**src/rtl/lpm_pkg.sv**
```systemverilog
package lpm_pkg;

    localparam int DIV_SEL_W = 2;

    typedef enum logic [1:0] {
        ST_RUN  = 2'd0,
        ST_IDLE = 2'd1,
        ST_PD   = 2'd2,
        ST_WAKE = 2'd3
    } lpm_state_e;

    typedef struct packed {
        lpm_state_e           state;
        logic                 pin;
        logic                 slow_wake;
        logic                 ctx_sel;
        logic [DIV_SEL_W-1:0] div_sel;
        logic                 div_on;
        logic                 pd_irq;
        logic                 ctx_clear;
    } lpm_regs_t;

endpackage

```
**src/rtl/lpm_wake_timer.sv**
```systemverilog
module lpm_wake_timer #(
    parameter int FAST_CYC = 100,
    parameter int SLOW_CYC = 4096
) (
    input  logic clk,
    input  logic rst_n,
    input  logic run,
    input  logic slow,
    output logic done
);
    localparam int MAXC = (SLOW_CYC > FAST_CYC) ? SLOW_CYC : FAST_CYC;
    localparam int CW   = $clog2(MAXC + 1);

    logic [CW-1:0] cnt_d, cnt_q;
    logic [CW-1:0] limit;

    always_comb begin
        limit = slow ? CW'(SLOW_CYC - 1) : CW'(FAST_CYC - 1);
        done  = run && (cnt_q == limit);
        if (!run)      cnt_d = '0;
        else if (done) cnt_d = '0;
        else           cnt_d = cnt_q + CW'(1);
    end

    always_ff @(posedge clk or negedge rst_n) begin
        if (!rst_n) cnt_q <= '0;
        else        cnt_q <= cnt_d;
    end

    // The count never passes its limit while the restart is in progress.
    AST_WAKE_BOUND: assert property (@(posedge clk) disable iff (!rst_n)
        run |-> cnt_q <= limit);

endmodule

```
**src/rtl/lpm_clk_div.sv**
```systemverilog
module lpm_clk_div #(
    parameter int BASE_DIV = 16,
    parameter int SEL_W    = 2
) (
    input  logic             clk,
    input  logic             rst_n,
    input  logic             en,
    input  logic [SEL_W-1:0] sel,
    output logic             stb
);
    localparam int MAXDIV = BASE_DIV << ((1 << SEL_W) - 1);
    localparam int CW     = $clog2(MAXDIV);
    localparam int RW     = CW + 1;

    logic [CW-1:0] cnt_d, cnt_q;
    logic [RW-1:0] ratio;
    logic [CW-1:0] limit;

    always_comb begin
        ratio = RW'(BASE_DIV) << sel;
        limit = CW'(ratio - RW'(1));
        stb   = en && (cnt_q == limit);
        if (!en)      cnt_d = '0;
        else if (stb) cnt_d = '0;
        else          cnt_d = cnt_q + CW'(1);
    end

    always_ff @(posedge clk or negedge rst_n) begin
        if (!rst_n) cnt_q <= '0;
        else        cnt_q <= cnt_d;
    end

    AST_DIV_RANGE: assert property (@(posedge clk) disable iff (!rst_n)
        en |-> cnt_q <= limit);

endmodule

```
**src/rtl/lpm_sequencer.sv**
```systemverilog
module lpm_sequencer
    import lpm_pkg::*;
#(
    parameter int FAST_WAKE = 100,
    parameter int SLOW_WAKE = 4096,
    parameter int BASE_DIV  = 16
) (
    input  logic                 clk,
    input  logic                 rst_n,
    input  logic                 pwrdn_n,
    input  logic                 sw_force,
    input  logic                 pd_commit,
    input  logic                 xtal_mode,
    input  logic                 osc_off,
    input  logic                 ctx_sel,
    input  logic                 idle_cmd,
    input  logic                 idle_div_en,
    input  logic [DIV_SEL_W-1:0] idle_div,
    input  logic                 irq_pending,
    input  logic                 clkout_dis,
    output logic                 core_clk_en,
    output logic                 per_clk_en,
    output logic                 clkout_en,
    output logic                 pd_ack,
    output logic                 osc_en,
    output logic                 ctx_clear,
    output logic                 pd_irq
);
    lpm_regs_t r_d, r_q;
    logic      wake_done;
    logic      div_stb;
    logic      pin_fall, pin_rise;
    logic      awake;

    lpm_wake_timer #(
        .FAST_CYC (FAST_WAKE),
        .SLOW_CYC (SLOW_WAKE)
    ) u_wake (
        .clk   (clk),
        .rst_n (rst_n),
        .run   (r_q.state == ST_WAKE),
        .slow  (r_q.slow_wake),
        .done  (wake_done)
    );

    lpm_clk_div #(
        .BASE_DIV (BASE_DIV),
        .SEL_W    (DIV_SEL_W)
    ) u_div (
        .clk   (clk),
        .rst_n (rst_n),
        .en    ((r_q.state == ST_IDLE) && r_q.div_on),
        .sel   (r_q.div_sel),
        .stb   (div_stb)
    );

    always_comb begin
        r_d       = r_q;
        pin_fall  = r_q.pin && !pwrdn_n;
        pin_rise  = !r_q.pin && pwrdn_n;
        awake     = (r_q.state == ST_RUN) || (r_q.state == ST_IDLE);
        r_d.pin   = pwrdn_n;
        r_d.pd_irq    = awake && (sw_force || pin_fall);
        r_d.ctx_clear = 1'b0;

        unique case (r_q.state)
            ST_RUN: begin
                if (pd_commit) begin
                    r_d.state     = ST_PD;
                    r_d.slow_wake = xtal_mode && osc_off;
                    r_d.ctx_sel   = ctx_sel;
                end else if (idle_cmd) begin
                    r_d.state   = ST_IDLE;
                    r_d.div_on  = idle_div_en;
                    r_d.div_sel = idle_div;
                end
            end
            ST_IDLE: begin
                if (irq_pending) begin
                    r_d.state  = ST_RUN;
                    r_d.div_on = 1'b0;
                end
            end
            ST_PD: begin
                if (pin_rise) r_d.state = ST_WAKE;
            end
            ST_WAKE: begin
                if (!pwrdn_n) begin
                    r_d.state = ST_PD;
                end else if (wake_done) begin
                    r_d.state     = ST_RUN;
                    r_d.ctx_clear = r_q.ctx_sel;
                end
            end
            default: r_d.state = ST_RUN;
        endcase
    end

    always_ff @(posedge clk or negedge rst_n) begin
        if (!rst_n) begin
            r_q           <= '0;
            r_q.state     <= ST_RUN;
            r_q.pin       <= 1'b1;
        end else begin
            r_q <= r_d;
        end
    end

    always_comb begin
        unique case (r_q.state)
            ST_RUN:  core_clk_en = 1'b1;
            ST_IDLE: core_clk_en = !r_q.div_on || div_stb;
            default: core_clk_en = 1'b0;
        endcase
        per_clk_en = core_clk_en;
        clkout_en  = per_clk_en && !clkout_dis;
        pd_ack     = (r_q.state == ST_PD) || (r_q.state == ST_WAKE);
        osc_en     = !((r_q.state == ST_PD) && r_q.slow_wake);
        ctx_clear  = r_q.ctx_clear;
        pd_irq     = r_q.pd_irq;
    end

    AST_ACK_NO_CLK: assert property (@(posedge clk) disable iff (!rst_n)
        pd_ack |-> !core_clk_en && !per_clk_en);

    AST_OSC_IN_WAKE: assert property (@(posedge clk) disable iff (!rst_n)
        (r_q.state == ST_WAKE) |-> osc_en);

    AST_CTX_ONE_CYCLE: assert property (@(posedge clk) disable iff (!rst_n)
        ctx_clear |=> !ctx_clear);

    AST_IDLE_EXIT: assert property (@(posedge clk) disable iff (!rst_n)
        ((r_q.state == ST_IDLE) && irq_pending) |=> core_clk_en);

    AST_CLKOUT_GATED: assert property (@(posedge clk) disable iff (!rst_n)
        clkout_dis |-> !clkout_en);

endmodule

```
**config.mk**
```make
export PLATFORM = sky130hd
export DESIGN_NAME = lpm_sequencer
export DESIGN_NICKNAME = d
export VERILOG_FILES = /design/src/rtl/lpm_pkg.sv /design/src/rtl/lpm_wake_timer.sv /design/src/rtl/lpm_clk_div.sv /design/src/rtl/lpm_sequencer.sv
export SDC_FILE = /design/constraint.sdc
export NUM_CORES = 1
export LEC_CHECK = 0
export ABC_AREA = 0
export BUFFER_PORTS_ARGS = -buffer_cell sky130_fd_sc_hd__buf_4
export CORE_MARGIN = 3
export CORE_UTILIZATION = 40
export DETAILED_ROUTE_END_ITERATION = 6
export GPL_TIMING_DRIVEN = 1
export PLACE_DENSITY = 0.61
export SLEW_MARGIN = 15
export SYNTH_ARGS = -nofsm -noshare
export SYNTH_HDL_FRONTEND = slang
export SYNTH_SLANG_ARGS = --single-unit
```
**constraint.sdc**
```tcl
create_clock -name clk -period 1.99 [get_ports clk]
set_input_delay 0.0995 -clock clk [delete_from_list [all_inputs] [get_ports clk]]
set_output_delay 0.0995 -clock clk [all_outputs]
set_load 0.02 [all_outputs]
```
==> impl_results.md, run 1 <==
- Clk pin slew, worst setup/hold paths: 0.06 ns
- Core area: ~3500 um^2
- Cts bufs inserted: 5
- Critical R2R Capture: r_q[8]$_DFFE_PN0P_
- Clk sinks: 30
- GR met1 Demand/Resource: 18.1%
- CTS H-Tree Depth: 2
- Warnings from Yosys: 0
- GR Util met2: 24.1%
- Post-synthesis mux area share: between 2 and 2.5%
- Synthesized-area fraction occupied by adder cells: ~1.6%
- Pin count of the biggest net entering global routing: 31
- R2R depth: 5
- Xor/xnor share of the synthesized area: about a tenth
- Slew @ Worst Pin: around 0.47 ns
- Post-synth top cells: dfrtp_1, nor2_1, xnor2_1
- Mean Syn Cell Area: 10.2 um^2
- Chip width: just under 70 um
- Fmax: about 520 MHz
- Worst Path Required: between 1.5 and 2 ns
- Endpoints failing setup: 0
- Nets@finish: 190
- Final core utilization: a little over half
- ANT nets after route: 0
- Fin. Hold Viols: 0
- Synth-to-layout area growth: 19.9%
- Tot GR Track Use: between 10% and 20%
- Layout cells sized above 1: a little under a quarter
- Unique cell type count in the Yosys netlist: 36
- Starting Density: 43.6%
- Filler Cells Inserted: ~320
- Multi-input logic area: roughly 710 um^2
- Cell with the most instances after synthesis: dfrtp_1
- Tmin final: 1.93 ns
- R2R Setup Slk: ~0.14 ns
- CTS tree: done
- Vias in the first global route: between 1,000 and 1,500
- Crit path capture type: output pin
- CTS root buf: clkbuf_8
- Non-filler cells, final: ~220
- Slew HR: around two thirds
- Core Rows: 21
- Number of flops mapped to enable cells by yosys: 0
- Worst Hold End: pd_irq$_DFF_PN0_
- Mapped Area: 1530 um^2
- Initial antenna violation count: 0
- Port-buffer cells: 20
- Ports: 21
- Synth top area share: a little under half
- Post-route clock period utilization: 97.0%
- Hold depth: 3
- Initial drt markers: 42
- First-pass GRT wire length: 4990 um
- Grt ovf: 0
- Buf+Inv Stages, Crit Path: 1
- Router iterations before antenna repair: 4
- Final Power: 1.24 mW
- Post-Route WL: 2940 um
- Async S/R FF share, synth: 100%
- Cell chain of the critical path: or3_1 -> o211a_1 -> o311ai_4 -> nor3b_2 -> buf_4
- FF+latch area: about 750 um^2
- Drt drc: 0
- WP data arrival: approximately 1.8 ns
- Mean routed wirelength per cell: between 10 and 15 um
- Main combinational cell family by area after synthesis: simple AND/OR/NAND/NOR gates
- Total power per unit cell area: 676 nW/um^2
- N_diodes: 0
- Slowest cell on the critical path: dfrtp_1
- Worst Setup Path Type: reg2out
- Worst skew pair latency: ~0.28 ns
- Post-Synth Simple-Gate Area: roughly a quarter
- Area leader, netlist: dfrtp_1
- Sequential area share after synthesis: 49.3%
- Hold Path Origin: sw_force
- Synth Flop Type: dfrtp_1
- Outcome: finished, final reports clean
- Busiest grt layer: met2
- #FFs+latches synth: 30
- Vias: roughly 1,100
- Complex-gate fraction of the synthesized area: under 10%
- P_leak: 0.770 nW
- VDD IR max: between 0.3 and 0.4 mV
- Grt met3 use: 4.99%
- RSZ-0062 raised after global routing: yes
- Post-Syn Instances: 149
- Max Fanout on Critical Path: 5
- Max stage delay on crit path: about 0.43 ns
- Clk_skew: ~0.0058 ns
- CP delay by family, top: simple AND/OR/NAND/NOR gates
- Startpoint types: flop
- GPL Wtd Cong: 0.818
- Max cap viols: 0
- Die H: 67.8 um
- Mean number of vias per cell: approximately 5.2
- Reg-to-reg startpoint: u_wake.cnt_q[0]$_DFF_PN0_
- Detailed placement HPWL: roughly 2100 um
- Worst Hold Class: in2reg
- CTS Buffer Depth: 2
- Die area: ~4600 um^2
- Placed insts: between 200 and 250
- Syn_nets: 165
- Area contributors post-synth: dfrtp_1, xnor2_1, nor2_1
- Fin. max-slew vios: 0
[logic make-up after synthesis]
group,after synthesis
and+or+nand+nor,70
DFF,30
xor gates and xnor gates,17
buffers and inverters,14
AOI/OAI and AO/OA,13
muxes,3
adders and majority gates,2
[final cells by class]
class | count | share of cell area (%)
sequential | 30 | 41.1
timing repair buffer | 26 | 10.9
clock inverter | 1 | 0.274
inverter | 6 | 1.23
multi-input combinational | 105 | 38.6
clock buffer | 7 | 4.72
tap | 46 | 3.15
[tightest hold or removal path, stage by stage]
cell and delay, ns:
buf_4 0.07, a21oi_1 0.03, nor2_1 0.07
[placed cells by master (no fill, tap or decap), types with 2 or more instances in the layout]
| cell type | instances |
|---|---|
| dfrtp_1 | 29 |
| buf_4 | 24 |
| nor2_1 | 21 |
| xnor2_1 | 12 |
| nor3_1 | 11 |
| nand2_1 | 8 |
| nand3_1 | 6 |
| inv_1 | 6 |
| clkbuf_8 | 6 |
| xor2_1 | 5 |
| nand4_1 | 5 |
| o21ai_0 | 5 |
| a21oi_1 | 3 |
| nand3b_1 | 3 |
| mux2_2 | 3 |
| nand2b_1 | 2 |
| and3_1 | 2 |
| nor4_1 | 2 |
| ha_1 | 2 |
| dlygate4sd3_1 | 2 |
[state kept, by name (all words and copies together), names as in the netlist]
signal and count:
u_wake.cnt_q 13, ctx_clear 1, u_div.cnt_q 7, pd_irq 1, r_q 8
[layer usage]
layer	share of wire [%]	vias to the layer above
met4	2.0	0
met2	47	28
li1	-	564
met1	46	546
met3	5.2	6
met5	0	-
[metrics by stage]
| stage | setup WS [ns] | cell area, um^2 | setup TNS, ns | hold slack (ns) |
|---|---|---|---|---|
| 6_report | 0.0599 | 1830 | 0 | 0.0297 |
| 4_1_cts | 0.0242 | 1820 | 0 | 0.0252 |
| 3_3_place_gp | 0.166 | 1710 | 0 | 0.0415 |
| 2_1_floorplan | 0.116 | 1530 | 0 | -0.196 |
| 5_1_grt | -0.0515 | 1830 | -0.112 | 0.0446 |
| 3_5_place_dp | 0.126 | 1710 | 0 | 0.0566 |
[where the power goes]
group | switching (mW) | internal (mW) | leakage, nW
Sequential | 0.0148 | 0.625 | 0.406
Clock | 0.222 | 0.278 | 0.0482
Combinational | 0.0508 | 0.0453 | 0.316
[worst max path at each step]
stage / cells past startpoint / from / endpoint
4_1_cts: 5 / r_q[3]$_DFFE_PN0P_ / clkout_en
5_1_grt: 5 / r_q[3]$_DFFE_PN0P_ / clkout_en
2_1_floorplan: 4 / r_q[3]$_DFFE_PN0P_ / clkout_en
6_report: 5 / r_q[3]$_DFFE_PN0P_ / clkout_en
3_5_place_dp: 5 / u_wake.cnt_q[0]$_DFF_PN0_ / r_q[8]$_DFFE_PN0P_
3_3_place_gp: 5 / u_wake.cnt_q[0]$_DFF_PN0_ / r_q[8]$_DFFE_PN0P_
[what timing repair did]
item	4_1_cts	5_1_grt
buffers inserted	0	1
hold buffers	2	0
gates resized for setup	0	1
endpoints found under the setup margin	0	3
hold endpoints to repair	30	0
No activity file was read; power rests on OpenSTA's default activity.
==> run 2: changes to the inputs <==
--- a/config.mk
+++ b/config.mk
@@ -10,7 +10,7 @@
 export CORE_MARGIN = 3
 export CORE_UTILIZATION = 40
 export DETAILED_ROUTE_END_ITERATION = 6
-export GPL_TIMING_DRIVEN = 1
+export GPL_TIMING_DRIVEN = 0
 export PLACE_DENSITY = 0.61
 export SLEW_MARGIN = 15
 export SYNTH_ARGS = -nofsm -noshare
==> run 2 against run 1 <==
  * The flow now finishes with violations (setup timing)
  * Final area grew 2.5%
  * Clock power shrank 3%
  * Flip-flop and latch count is the same
  * Combinational power grew 9%
  * Largest cell class unchanged
  * Largest power group unchanged
  * Cell count grew 2.7%
  * Sequential share of layout area shrank 0.99 points
==> impl_results.md, run 2 (synthesized netlist as in run 1, its figures left out) <==
- Outcome: complete, but fails checks
- Failing checks: setup timing
- DP Worst Slack: 0.114 ns (-0.0125 ns)
- Post-Route WL: 2970 um (+1.3%)
- Starting Density: 43.6% (unchanged)
- FF+latch area: 752 um^2 (unchanged)
- Die area: 4590 um^2 (unchanged)
- Detailed placement HPWL: 2160 um (+1.5%)
- Multi-input logic area: 708 um^2 (+0.35%)
- Drt drc: 0 (unchanged)
- Fmax: 499 MHz (-3.7%)
- Port-buffer cells: 20 (unchanged)
- Mean number of vias per cell: 5.13 (-0.86%)
- Slew HR: 65.5% (-2.9 points)
- Worst Path Required: 1.89 ns (about the same)
- Slew @ Worst Pin: 0.517 ns (+0.0445 ns)
- CTS Buffer Depth: 2 (unchanged)
- Top reg by flops: u_wake.cnt_q
- Grt met3 use: 4.99% (unchanged)
- Cts bufs inserted: 5 (unchanged)
- Max FFs per register: 13 (unchanged)
- Filler Cells Inserted: 335 (+4.4%)
- Synth-to-layout area growth: 22.9%
- Worst Hold Class: in2reg
- Max cap viols: 0 (unchanged)
- Fin. max-slew vios: 0 (unchanged)
- N_diodes: 0 (unchanged)
- Leading registers by flop count: u_wake.cnt_q x13, r_q x8, u_div.cnt_q x7
- Initial drt markers: 59 (+40%)
- RSZ-0062 raised after global routing: yes
- P_leak: 0.792 nW (+2.9%)
- Startpoint types: flop
- CTS H-Tree Depth: 2 (unchanged)
- Vias in the first global route: 1,146 (+3.9%)
- Clk pin slew, worst setup/hold paths: 0.06 ns (about the same)
- Commonest non-fill, non-tap cell in the layout: dfrtp_1
- WP data arrival: 1.91 ns (+0.08 ns)
- Tmin final: 2.01 ns (+0.0752 ns)
- Clk_skew: 0.0102 ns (+0.00442 ns)
- Nets@finish: 196 (+3.2%)
- Setup TNS: -0.0235 ns (-0.0235 ns)
- Grt ovf: 0 (unchanged)
- Pin count of the biggest net entering global routing: 31 (unchanged)
- Mean routed wirelength per cell: 13.1 um (-1.4%)
- Clk sinks: 30 (unchanged)
- Placed Instance Area: 1730 um^2 (+1.6%)
- Vias: 1,165 (+1.8%)
- Chip width: 67.8 um (unchanged)
- Router iterations before antenna repair: 4 (unchanged)
- Crit path capture type: output pin
- Worst Setup Path Type: reg2out
- Endpoints failing setup: 2 (+2)
- Max Fanout on Critical Path: 5 (unchanged)
- Core area: 3490 um^2 (unchanged)
- ANT nets after route: 0 (unchanged)
- Initial antenna violation count: 0 (unchanged)
- Finished Cell Area: 1870 um^2 (+2.5%)
- Layout cells sized above 1: 24.9% (+1.4 points)
- Post-route clock period utilization: 101% (+3.8 points)
- GPL Wtd Cong: 0.838 (+2.3%)
- GR Util met2: 24.3% (+0.24 points)
- Total power per unit cell area: 656 nW/um^2 (-3.0%)
- Final Power: 1.23 mW (-0.65%)
- Worst skew pair latency: 0.28 ns (about the same)
- VDD IR max: 0.330 mV (-6.0%)
- GR met1 Demand/Resource: 16.9% (-1.1 points)
- Tot GR Track Use: 14.8% (-0.21 points)
- CTS root buf: clkbuf_8
- Busiest grt layer: met2
- Core Rows: 21 (unchanged)
- CTS tree: done
- PnR worst setup slack: -0.0153 ns (-0.0752 ns)
- Fin. Hold Viols: 0 (unchanged)
- Die H: 67.8 um (unchanged)
- Commonest non-fill, non-tap cells in the layout: dfrtp_1, buf_4, nor2_1, xnor2_1, nor3_1
- Ports: 21 (unchanged)
- First-pass GRT wire length: 4920 um (-1.4%)
[run 2: area by class of cell]
class | count | share of cell area (%)
flip-flops and latches | 30 | 40.1
multi-input cells | 105 | 37.8
repair buffers | 24 | 10.1
clock buffers | 7 | 4.61
well taps | 46 | 3.07
plain buffers | 8 | 2.87
inverters | 6 | 1.20
clock inverters | 1 | 0.267
[run 2: final timing paths]
| kind | from | endpoint | slack, ns | depth (start not counted) |
|---|---|---|---|---|
| setup reg to reg | u_wake.cnt_q[0]$_DFF_PN0_ | u_wake.cnt_q[4]$_DFF_PN0_ | 0.12 | 6 |
| hold / removal | sw_force | pd_irq$_DFF_PN0_ | 0.04 | 3 |
| hold reg to reg | u_div.cnt_q[0]$_DFF_PN0_ | u_div.cnt_q[0]$_DFF_PN0_ | 0.48 | 1 |
| min in group asynchronous | rst_n | u_div.cnt_q[6]$_DFF_PN0_ | 0.28 | 2 |
| max in group asynchronous | rst_n | r_q[7]$_DFF_PN1_ | 1.40 | 2 |
| setup / recovery | r_q[3]$_DFFE_PN0P_ | per_clk_en | -0.02 | 6 |
[run 2: worst max-delay path, stage by stage, from the launching register on]
cell	delay (ns)
dfrtp_1	0.43
or3_1	0.37
o211a_1	0.14
o311ai_4	0.29
and2_4	0.21
buf_6	0.09
buf_6	0.10
[run 2: layer usage]
| metal | share of wire (%) | up-vias |
|---|---|---|
| li1 | - | 574 |
| met1 | 44 | 565 |
| met2 | 49 | 21 |
| met3 | 4.8 | 5 |
| met4 | 2.1 | 0 |
| met5 | 0 | - |
[run 2: power by group]
group	total [mW]	internal [mW]	switching [mW]
sequential	0.637	0.626	0.0117
combinational	0.105	0.0495	0.0553
clock	0.487	0.278	0.209
[run 2: timing repair]
item                       4_1_cts  5_1_grt
setup buffers                    2        0
setup endpoints to repair        3        3
hold endpoints to repair        30        0
pin swaps                        1        1
gates resized for setup          4        0
hold buffers                     2        0
[run 2: stage by stage]
step	hold slack, ns	utilization [%]	instances
after floorplan	-0.196	-	149
after global placement	0.0437	49.6	215
after detailed placement	0.0474	49.6	215
after CTS	0.0269	53.6	227
after global routing	0.0366	53.6	227
final	0.0363	53.6	227
